File: src/rtl/tcpwm_pkg.sv
package tcpwm_pkg;
  localparam int MAX_CH = 8;
  localparam int CH_AW  = 3;
  localparam int SEL_AW = 2;
  localparam int ADDR_W = 1 + CH_AW + SEL_AW;

  localparam logic [SEL_AW-1:0] SEL_CTRL   = 2'd0;
  localparam logic [SEL_AW-1:0] SEL_DUTY   = 2'd1;
  localparam logic [SEL_AW-1:0] SEL_PERIOD = 2'd2;
  localparam logic [SEL_AW-1:0] SEL_COUNT  = 2'd3;

  localparam logic [SEL_AW-1:0] G_RUN_SET = 2'd0;
  localparam logic [SEL_AW-1:0] G_RUN_CLR = 2'd1;
  localparam logic [SEL_AW-1:0] G_RUN_STS = 2'd2;

  typedef struct packed {
    logic abrupt;
    logic init_hi;
    logic out_en;
  } ctrl_t;
endpackage

File: src/rtl/tcpwm_run_ctrl.sv
module tcpwm_run_ctrl #(
  parameter int NUM_CH = 8
) (
  input  logic              clk_i,
  input  logic              rst_ni,
  input  logic              set_we_i,
  input  logic              clr_we_i,
  input  logic [NUM_CH-1:0] mask_i,
  output logic [NUM_CH-1:0] run_o
);
  always_ff @(posedge clk_i or negedge rst_ni) begin
    if (!rst_ni)       run_o <= '0;
    else if (set_we_i) run_o <= run_o | mask_i;
    else if (clr_we_i) run_o <= run_o & ~mask_i;
  end
endmodule

File: src/rtl/tcpwm_channel.sv
module tcpwm_channel
  import tcpwm_pkg::*;
#(
  parameter int CNT_W = 16
) (
  input  logic             clk_i,
  input  logic             rst_ni,
  input  logic             tick_i,
  input  logic             run_i,
  input  logic             wr_ctrl_i,
  input  logic             wr_duty_i,
  input  logic             wr_period_i,
  input  logic             wr_cnt_i,
  input  logic [CNT_W-1:0] wdata_i,
  output logic [CNT_W-1:0] cnt_o,
  output logic [CNT_W-1:0] duty_o,
  output logic [CNT_W-1:0] period_o,
  output ctrl_t            ctrl_o,
  output logic             pwm_o
);
  localparam int CTRL_W = $bits(ctrl_t);

  logic  drain_q;
  logic  step;
  logic  wrap;
  logic  active;
  ctrl_t ctrl_d;
  logic  unused_wdata;

  assign ctrl_d       = ctrl_t'(wdata_i[CTRL_W-1:0]);
  assign unused_wdata = ^wdata_i[CNT_W-1:CTRL_W];
  assign step         = run_i & tick_i;
  assign wrap         = step & (cnt_o == period_o);

  always_ff @(posedge clk_i or negedge rst_ni) begin
    if (!rst_ni) begin
      cnt_o    <= '0;
      duty_o   <= '1;
      period_o <= '1;
      ctrl_o   <= '0;
      drain_q  <= 1'b0;
    end else begin
      if (wr_cnt_i)  cnt_o <= wdata_i;
      else if (step) cnt_o <= wrap ? '0 : cnt_o + 1'b1;
      if (wr_duty_i)   duty_o   <= wdata_i;
      if (wr_period_i) period_o <= wdata_i;
      if (wr_ctrl_i) begin
        ctrl_o  <= ctrl_d;
        // graceful off: keep output live until the period ends
        drain_q <= (ctrl_o.out_en | drain_q) & ~ctrl_d.out_en & ~ctrl_d.abrupt;
      end else if (wrap) begin
        drain_q <= 1'b0;
      end
    end
  end

  assign active = (cnt_o >= duty_o) && (duty_o <= period_o);
  assign pwm_o  = ctrl_o.init_hi ^ ((ctrl_o.out_en | drain_q) & active);
endmodule

File: src/rtl/tcpwm_array.sv
module tcpwm_array
  import tcpwm_pkg::*;
#(
  parameter int NUM_CH = 8,
  parameter int CNT_W  = 16
) (
  input  logic              clk_i,
  input  logic              rst_ni,
  input  logic              we_i,
  input  logic [ADDR_W-1:0] addr_i,
  input  logic [CNT_W-1:0]  wdata_i,
  output logic [CNT_W-1:0]  rdata_o,
  input  logic [NUM_CH-1:0] tick_i,
  output logic [NUM_CH-1:0] pwm_o
);
  localparam int CH_LSB = SEL_AW;
  localparam int CH_MSB = SEL_AW + CH_AW - 1;

  logic                          glb_sel;
  logic [CH_AW-1:0]              ch_sel;
  logic [SEL_AW-1:0]             reg_sel;
  logic [NUM_CH-1:0]             run_q;
  logic [NUM_CH-1:0][CNT_W-1:0]  cnt_all;
  logic [NUM_CH-1:0][CNT_W-1:0]  duty_all;
  logic [NUM_CH-1:0][CNT_W-1:0]  period_all;
  ctrl_t [NUM_CH-1:0]            ctrl_all;
  logic [NUM_CH-1:0]             en_all;
  logic [NUM_CH-1:0]             init_all;
  logic [NUM_CH-1:0]             abrupt_all;

  assign glb_sel = addr_i[ADDR_W-1];
  assign ch_sel  = addr_i[CH_MSB:CH_LSB];
  assign reg_sel = addr_i[SEL_AW-1:0];

  tcpwm_run_ctrl #(.NUM_CH(NUM_CH)) u_run (
    .clk_i    (clk_i),
    .rst_ni   (rst_ni),
    .set_we_i (we_i & glb_sel & (reg_sel == G_RUN_SET)),
    .clr_we_i (we_i & glb_sel & (reg_sel == G_RUN_CLR)),
    .mask_i   (wdata_i[NUM_CH-1:0]),
    .run_o    (run_q)
  );

  for (genvar i = 0; i < NUM_CH; i++) begin : g_ch
    logic hit;
    assign hit = we_i & ~glb_sel & (ch_sel == CH_AW'(i));

    tcpwm_channel #(.CNT_W(CNT_W)) u_ch (
      .clk_i       (clk_i),
      .rst_ni      (rst_ni),
      .tick_i      (tick_i[i]),
      .run_i       (run_q[i]),
      .wr_ctrl_i   (hit & (reg_sel == SEL_CTRL)),
      .wr_duty_i   (hit & (reg_sel == SEL_DUTY)),
      .wr_period_i (hit & (reg_sel == SEL_PERIOD)),
      .wr_cnt_i    (hit & (reg_sel == SEL_COUNT)),
      .wdata_i     (wdata_i),
      .cnt_o       (cnt_all[i]),
      .duty_o      (duty_all[i]),
      .period_o    (period_all[i]),
      .ctrl_o      (ctrl_all[i]),
      .pwm_o       (pwm_o[i])
    );

    assign en_all[i]     = ctrl_all[i].out_en;
    assign init_all[i]   = ctrl_all[i].init_hi;
    assign abrupt_all[i] = ctrl_all[i].abrupt;
  end

  always_comb begin
    rdata_o = '0;
    if (!glb_sel) begin
      for (int i = 0; i < NUM_CH; i++) begin
        if (ch_sel == CH_AW'(i)) begin
          case (reg_sel)
            SEL_CTRL:   rdata_o[$bits(ctrl_t)-1:0] = ctrl_all[i];
            SEL_DUTY:   rdata_o = duty_all[i];
            SEL_PERIOD: rdata_o = period_all[i];
            default:    rdata_o = cnt_all[i];
          endcase
        end
      end
    end else if (reg_sel == G_RUN_STS) begin
      rdata_o[NUM_CH-1:0] = run_q;
    end
  end
endmodule

File: config.mk
export PLATFORM = sky130hd
export DESIGN_NAME = tcpwm_array
export DESIGN_NICKNAME = d
export VERILOG_FILES = /design/src/rtl/tcpwm_pkg.sv /design/src/rtl/tcpwm_run_ctrl.sv /design/src/rtl/tcpwm_channel.sv /design/src/rtl/tcpwm_array.sv
export SDC_FILE = /design/constraint.sdc
export NUM_CORES = 1
export LEC_CHECK = 0
export ABC_AREA = 0
export BUFFER_PORTS_ARGS = -buffer_cell sky130_fd_sc_hd__buf_2
export CORE_ASPECT_RATIO = 1.75
export CORE_MARGIN = 2
export CORE_UTILIZATION = 45
export CTS_CLUSTER_DIAMETER = 40
export DETAILED_ROUTE_END_ITERATION = 6
export GPL_ROUTABILITY_DRIVEN = 0
export MAX_ROUTING_LAYER = met4
export PLACE_DENSITY = 0.66
export SLEW_MARGIN = 20
export SYNTH_ARGS = -nofsm -noshare
export SYNTH_HDL_FRONTEND = slang
export SYNTH_SLANG_ARGS = --single-unit
export TNS_END_PERCENT = 100
File: constraint.sdc
create_clock -name clk_i -period 6.25 [get_ports clk_i]
set_input_delay 0.3125 -clock clk_i [delete_from_list [all_inputs] [get_ports clk_i]]
set_output_delay 0.3125 -clock clk_i [all_outputs]
set_load 0.01 [all_outputs]
After elaboration in Yosys (flattened, before gate mapping)

Cells that the tools add are included.

Output and inout bits: 24
Register bits: 424
Word-level logic and storage cells: 303

Magnitude comparators: 16
Bitwise operators: 106
Multiplexer cells: 71
Reduce and logical (&&, ||, !) cells: 27
Eq/ne operators: 18
Add/subtract/negate cells: 8

Operator list:

| cell                                                                  | count |
|---|---|
| 16-bit two-way mux                                                    | 34 |
| 13-bit case mux with 3 select lines                                   | 8 |
| 16-bit by 1-bit adder with 16-bit output, second input constant       | 8 |
| 16-bit equality test                                                  | 8 |
| 16-bit >= comparator                                                  | 8 |
| 16-bit less-or-equal comparator                                       | 8 |
| 1-bit AND                                                             | 84 |
| 3-bit case mux with 3 select lines                                    | 8 |
| 8-bit two-way mux                                                     | 5 |
| 2-bit nonzero test                                                    | 17 |
| 1-bit two-way mux                                                     | 16 |
| 3-bit equality test, second input constant                            | 4 |
| 8-bit AND                                                             | 1 |
| 1-bit logical AND                                                     | 8 |
| 8-bit NOT                                                             | 1 |
| 1-bit bitwise OR                                                      | 8 |
| 8-bit bitwise OR                                                      | 1 |
| 1-bit XOR                                                             | 8 |
| 3-bit by 2-bit equality test with 1-bit output, second input constant | 2 |
| 2-bit equality test, second input constant                            | 2 |
| 3-bit by 1-bit equality test with 1-bit output, second input constant | 1 |
| 3-bit zero test                                                       | 1 |
| 1-bit NOT                                                             | 3 |
| 2-bit by 1-bit equality test with 1-bit output, second input constant | 1 |
| 2-bit zero test                                                       | 1 |

Longest topological paths before layout

Word-level depth: 20
Gate-level depth with buffers: 11
Mapped depth without buffers: 9

By module

A second synthesis with hierarchy kept.

Cell total of the unflattened synthesis: 3513
Area, all modules: 31731.7 um^2

Modules (own cells, without submodules):

| module                            | area an instance (um^2) | cells an instance | times used |
|---|---|---|---|
| tcpwm_channel at g_ch[0].u_ch ... | 3387.0                  | 364               | 5 |
| tcpwm_channel at g_ch[5].u_ch ... | 3383.2                  | 367               | 2 |
| tcpwm_array                       | 4229.1                  | 561               | 1 |
| tcpwm_channel at g_ch[7].u_ch     | 3488.3                  | 372               | 1 |
| tcpwm_run_ctrl                    | 312.8                   | 26                | 1 |

Worst setup path after synthesis

OpenSTA, ideal clock, no wires.

Path type: reg2out
From: register g_ch[1].u_ch.cnt_o[0]
To: output pwm_o[1]
Cell stages (with the launch flop): 12
Data arrival time: 2.192 ns
Slack: 3.745 ns
Path through: dfrtp_1 clkbuf_1 inv_1 ha_1 nand2b_1 a31oi_1 o21ai_0 a2111oi_0 or4_1 a211oi_1 xor2_1 buf_4

Longest elaborated chain between the ends: 4

RTL lines:

| what                   | line                | source |
|---|---|---|
| from (decl)            | tcpwm_channel.sv:15 | `output logic [CNT_W-1:0] cnt_o,` |
| from (signal assigned) | tcpwm_channel.sv:43 | `if (wr_cnt_i) cnt_o <= wdata_i;` |
| from (signal assigned) | tcpwm_channel.sv:44 | `else if (step) cnt_o <= wrap ? '0 : cnt_o + 1'b1;` |
| 16-bit >= comparator   | tcpwm_channel.sv:57 | `assign active = (cnt_o >= duty_o) && (duty_o <= period_o);` |
| 1-bit logical AND      | tcpwm_channel.sv:57 |  |
| 1-bit AND              | tcpwm_channel.sv:58 | `assign pwm_o = ctrl_o.init_hi ^ ((ctrl_o.out_en \| drain_q) & active);` |
| 1-bit XOR              | tcpwm_channel.sv:58 |  |
| to (decl)              | tcpwm_array.sv:14   | `output logic [NUM_CH-1:0] pwm_o` |

Every way passes these cells.

Final worst setup path

From: input addr_i[1]
To: output rdata_o[3]

Longest elaborated chain between the ends: 20
Elaborated cells between the ends (all ways): 23
Classes of those cells: eq/ne (2); mux (20); reduce/logical (1)

RTL lines:

| what                                              | line                                 | source |
|---|---|---|
| from (decl)                                       | tcpwm_array.sv:10                    | `input logic [ADDR_W-1:0] addr_i,` |
| 2-bit equality test, or another cell as far along | tcpwm_array.sv:75, tcpwm_array.sv:83 |  |
| 13-bit case mux with 3 select lines               | tcpwm_array.sv:75                    | `case (reg_sel)` |
| 16-bit two-way mux                                | tcpwm_array.sv:74                    | `if (ch_sel == CH_AW'(i)) begin` |
| 16-bit two-way mux                                | tcpwm_array.sv:72                    | `if (!glb_sel) begin` |
| 13-bit case mux with 3 select lines               | tcpwm_array.sv:75                    |  |
| 16-bit two-way mux                                | tcpwm_array.sv:74                    |  |
| 13-bit case mux with 3 select lines               | tcpwm_array.sv:75                    |  |
| 16-bit two-way mux                                | tcpwm_array.sv:74                    |  |
| (+4 left out)                                     | --                                   |  |
| 16-bit two-way mux                                | tcpwm_array.sv:72                    |  |
| 13-bit case mux with 3 select lines               | tcpwm_array.sv:75                    |  |
| 16-bit two-way mux                                | tcpwm_array.sv:74                    |  |
| 13-bit case mux with 3 select lines               | tcpwm_array.sv:75                    |  |
| 16-bit two-way mux                                | tcpwm_array.sv:74                    |  |
| 13-bit case mux with 3 select lines               | tcpwm_array.sv:75                    |  |
| 16-bit two-way mux                                | tcpwm_array.sv:74                    |  |
| 8-bit two-way mux (*)                             | tcpwm_array.sv:72                    |  |
| to (decl)                                         | tcpwm_array.sv:12                    | `output logic [CNT_W-1:0] rdata_o,` |

Every way passes the cells marked *; elsewhere a longest branch is shown, timed or not. The select of a mux whose other input is x is not followed.

==> impl_metrics.json <==
{
  "status": "finished clean",
  "cts_tree": "done",
  "dr_total_vias": 25600,
  "total_power_uw": 10100,
  "rr_worst_depth": 7,
  "grt_usage_pct": 31.1,
  "grt_overflow_total": 0,
  "stdcell_area_sq_um": 33300,
  "rows": 127,
  "finalSetupViolCount": 0,
  "hold_path_class": "in -> reg",
  "grt_antenna_before_repair": 4,
  "worstHoldStart": "tick_i[6]",
  "crit-reg2reg-capture": "g_ch[7].u_ch.cnt_o[12]$_DFFE_PN0P_",
  "use_met1_pct": 31.8,
  "insertion_delay_ns": 0.62,
  "max_freq_mhz": 249,
  "fin_nets": 3537,
  "ys.flop_type": "dfstp_2",
  "ys_ff_latch": 424,
  "setup-tns-final_ns": 0,
  "fillers": 6551,
  "routedWlPerCell_microns": 25.6,
  "wl_microns": 107000,
  "busiest_layer": "met2",
  "viasPerCell": 6.13,
  "cap_violations": 0,
  "grt_pass1_wl_microns": 161000,
  "cts-root-buf": "clkbuf_16",
  "use_met3_pct": 5.00,
  "crit-reg2reg-launch": "g_ch[7].u_ch.cnt_o[6]$_DFFE_PN0P_",
  "powerDensity_nw_per_um2": 304,
  "dp_cells": 4093,
  "synth_edf_count": 0,
  "grt_max_degree": 144,
  "worst_pin_slew_ns": 1.16,
  "async_flop_share_pct": 100,
  "setup_slack_ns": 2.24,
  "critPathArrivalTime_ns": 3.70,
  "cpPeakStageDelay_ns": 0.81,
  "cp-end-kind": "output pin",
  "drive_gt1_share_pct": 23.0,
  "areaGrowthSynthToFinish_pct": 7.69,
  "gr-usage-met2_pct": 51.8,
  "worstPathRequired_ns": 5.94,
  "skew_ns": 0.0174,
  "core_sq_um": 68300,
  "clockBufferDepth": 3,
  "drt_iter0_markers": 2055,
  "finalCriticalPeriod_ns": 4.01,
  "final_max_slew_viol_count": 0,
  "synth_top_area_share_pct": 21.7,
  "hpwl_microns": 76100,
  "synth_area_sq_um": 30900,
  "avgSynthCellArea_sq_um": 9.37,
  "die_area_sq_um": 70900,
  "slew_headroom_pct": 22.7,
  "die_x_microns": 202,
  "hold_viol_final": 0,
  "path_common_cell": "buf_2",
  "ff2ff_setup_slack_ns": 3.34,
  "htreeDepth": 2,
  "cpMaxStageDelayCell": "clkinv_2",
  "instances_no_fill": 4186,
  "rsz0062_at_grt": "no",
  "cts_buffers": 47,
  "ant_nets": 0,
  "synth-seq-area-share_pct": 35.3,
  "min_to": "g_ch[6].u_ch.cnt_o[0]$_DFFE_PN0P_",
  "whs_path_depth": 3,
  "crit_type": "in -> out",
  "post-route-drc-count": 0,
  "clk_pin_slew_ns": 0.06,
  "ioPinCount": 57,
  "place_ws_ns": 2.37,
  "synth-warning-count": 0,
  "leakage_uw": 0.0139,
  "netlist_top_cells_area": "dfstp_2, dfrtp_1, ha_1",
  "cts_num_sinks": 424,
  "cts_setup_buffers": 0,
  "cp-start-kind": "primary input",
  "initial_utilization_pct": 45.3,
  "ir_worst_vdd_mv": 0.267,
  "grt_pass1_vias": 25800,
  "dr.pass1.iters": 6,
  "synth_top_area_cell": "dfstp_2",
  "placement.cell_area_sq_um": 31700,
  "crit_fanout": 50,
  "syn_nets": 3598,
  "period_share_pct": 64.1,
  "crit_chain": "buf_2, clkinv_2, buf_4, nor2_1, a21oi_1, o22ai_1, a211o_1, a31oi_1, o21ai_0, buf_2",
  "syn_inst": 3301,
  "die_h_microns": 351,
  "portBuffers": 56,
  "yosysUniqueCellTypes": 84
}
## sequential cells by signal, indices dropped and copies added, names as in the netlist, named ones only
name and flops:
g_ch.u_ch.period_o 128, g_ch.u_ch.ctrl_o 24, g_ch.u_ch.duty_o 128, g_ch.u_ch.drain_q 8, g_ch.u_ch.cnt_o 128
## layer usage
metal	vias to the layer above	wire length (microns)
li1	11600	-
met4	0	11400
met1	12500	37200
met2	1042	52000
met5	-	0
met3	474	6450
## cell usage after synthesis, drive strengths merged (5+ instances only)
cell and number:
nand3 59, nor4 39, and3 27, o21a 16
dfrtp 168, a211oi 25, a22oi 21, a21o 31
nor3b 5, clkbuf 103, o31ai 20, nand4 70
mux2i 103, and2 12, mux4 20, o21ai 200
a32o 7, nor2 236, a2111oi 10, xnor2 76
xor2 124, a31oi 31, ha 264, inv 283
nor2b 15, o221ai 7, a21oi 208, a21boi 5
and4 14, nand2 268, or3 10, o22ai 50
or2 6, dfstp 256, nand2b 21, or4 9
o211ai 18, mux2 289, a221oi 6, nor3 42
buf 82
## placed cells by master (no fill, tap or decap), types with 12 or more instances in the layout
master	netlist	routed
o21a_1	16	16
o21ai_1	12	12
nor3_1	35	34
buf_4	22	15
nand3_1	58	58
buf_2	47	54
mux2i_1	103	103
xnor2_1	76	76
ha_1	264	264
mux2_2	289	289
o31ai_1	19	19
xor2_1	124	124
nor2b_1	15	14
a22oi_1	21	21
and3_1	25	25
nand4_1	70	70
nor4_1	36	35
o211ai_1	17	17
dfstp_2	256	256
a21o_1	31	31
o21ai_0	185	185
inv_1	281	281
clkbuf_16	0	47
a21oi_1	208	208
nor2_1	231	230
nand2b_1	21	21
nand2_1	268	268
a211oi_1	25	25
and4_1	14	14
mux4_2	20	20
o22ai_1	50	50
dfrtp_1	168	168
a31oi_1	31	31
## worst max-delay path: cells and delay by family
family          cells  cell delay (ns)
buf+inv             4             2.18
compound gates      5             0.96
simple gates        1             0.18
## report_power, final
group | internal [uW] | switching, uW
clock network | 1650 | 1280
registers | 3350 | 909
logic | 1330 | 1610
total | 6340 | 3800
## cells by family after synthesis
family | Yosys count | synth area share [%]
simple gates | 844 | 13.2
compound gates | 689 | 13.6
buf+inv | 468 | 6.22
flops | 424 | 35.3
mux | 412 | 15.3
fa+ha+maj | 264 | 10.7
xor+xnor | 200 | 5.66
## final cells by class
cell class                 instances  area, sq um  share of cell area, %
clock buffer                      57         1240                   3.73
multi-input combinational       2409        18100                   54.4
timing repair buffer              75          479                   1.44
antenna                            4         10.0                 0.0301
sequential                       424        10900                   32.8
tap                              903         1130                   3.39
clock inverter                    31          347                   1.04
inverter                         283         1060                   3.19
## worst max path at each step
stage,start,endpoint,slack [ns],cells after the start
after detailed placement,addr_i[1],rdata_o[3],2.37,10
final,addr_i[1],rdata_o[3],2.24,10
after global routing,addr_i[1],rdata_o[4],2.03,10
after floorplan,g_ch[1].u_ch.cnt_o[0]$_DFFE_PN0P_,pwm_o[1],3.75,11
after global placement,addr_i[1],rdata_o[3],2.34,10
after CTS,addr_i[1],rdata_o[3],2.36,10
## what timing repair did
action | 4_1_cts | 5_1_grt
hold buffers | 1 | 0
hold endpoints to repair | 35 | 0
resized for setup | 0 | 0
## stage by stage
step                      util, %  hold WS (ns)
after global placement       46.4         0.368
after CTS                    48.7        0.0197
after floorplan                 -        0.0169
after global routing         48.7        0.0204
final                        48.7        0.0123
after detailed placement     46.4         0.368
Power figures use the tool's default switching activity.
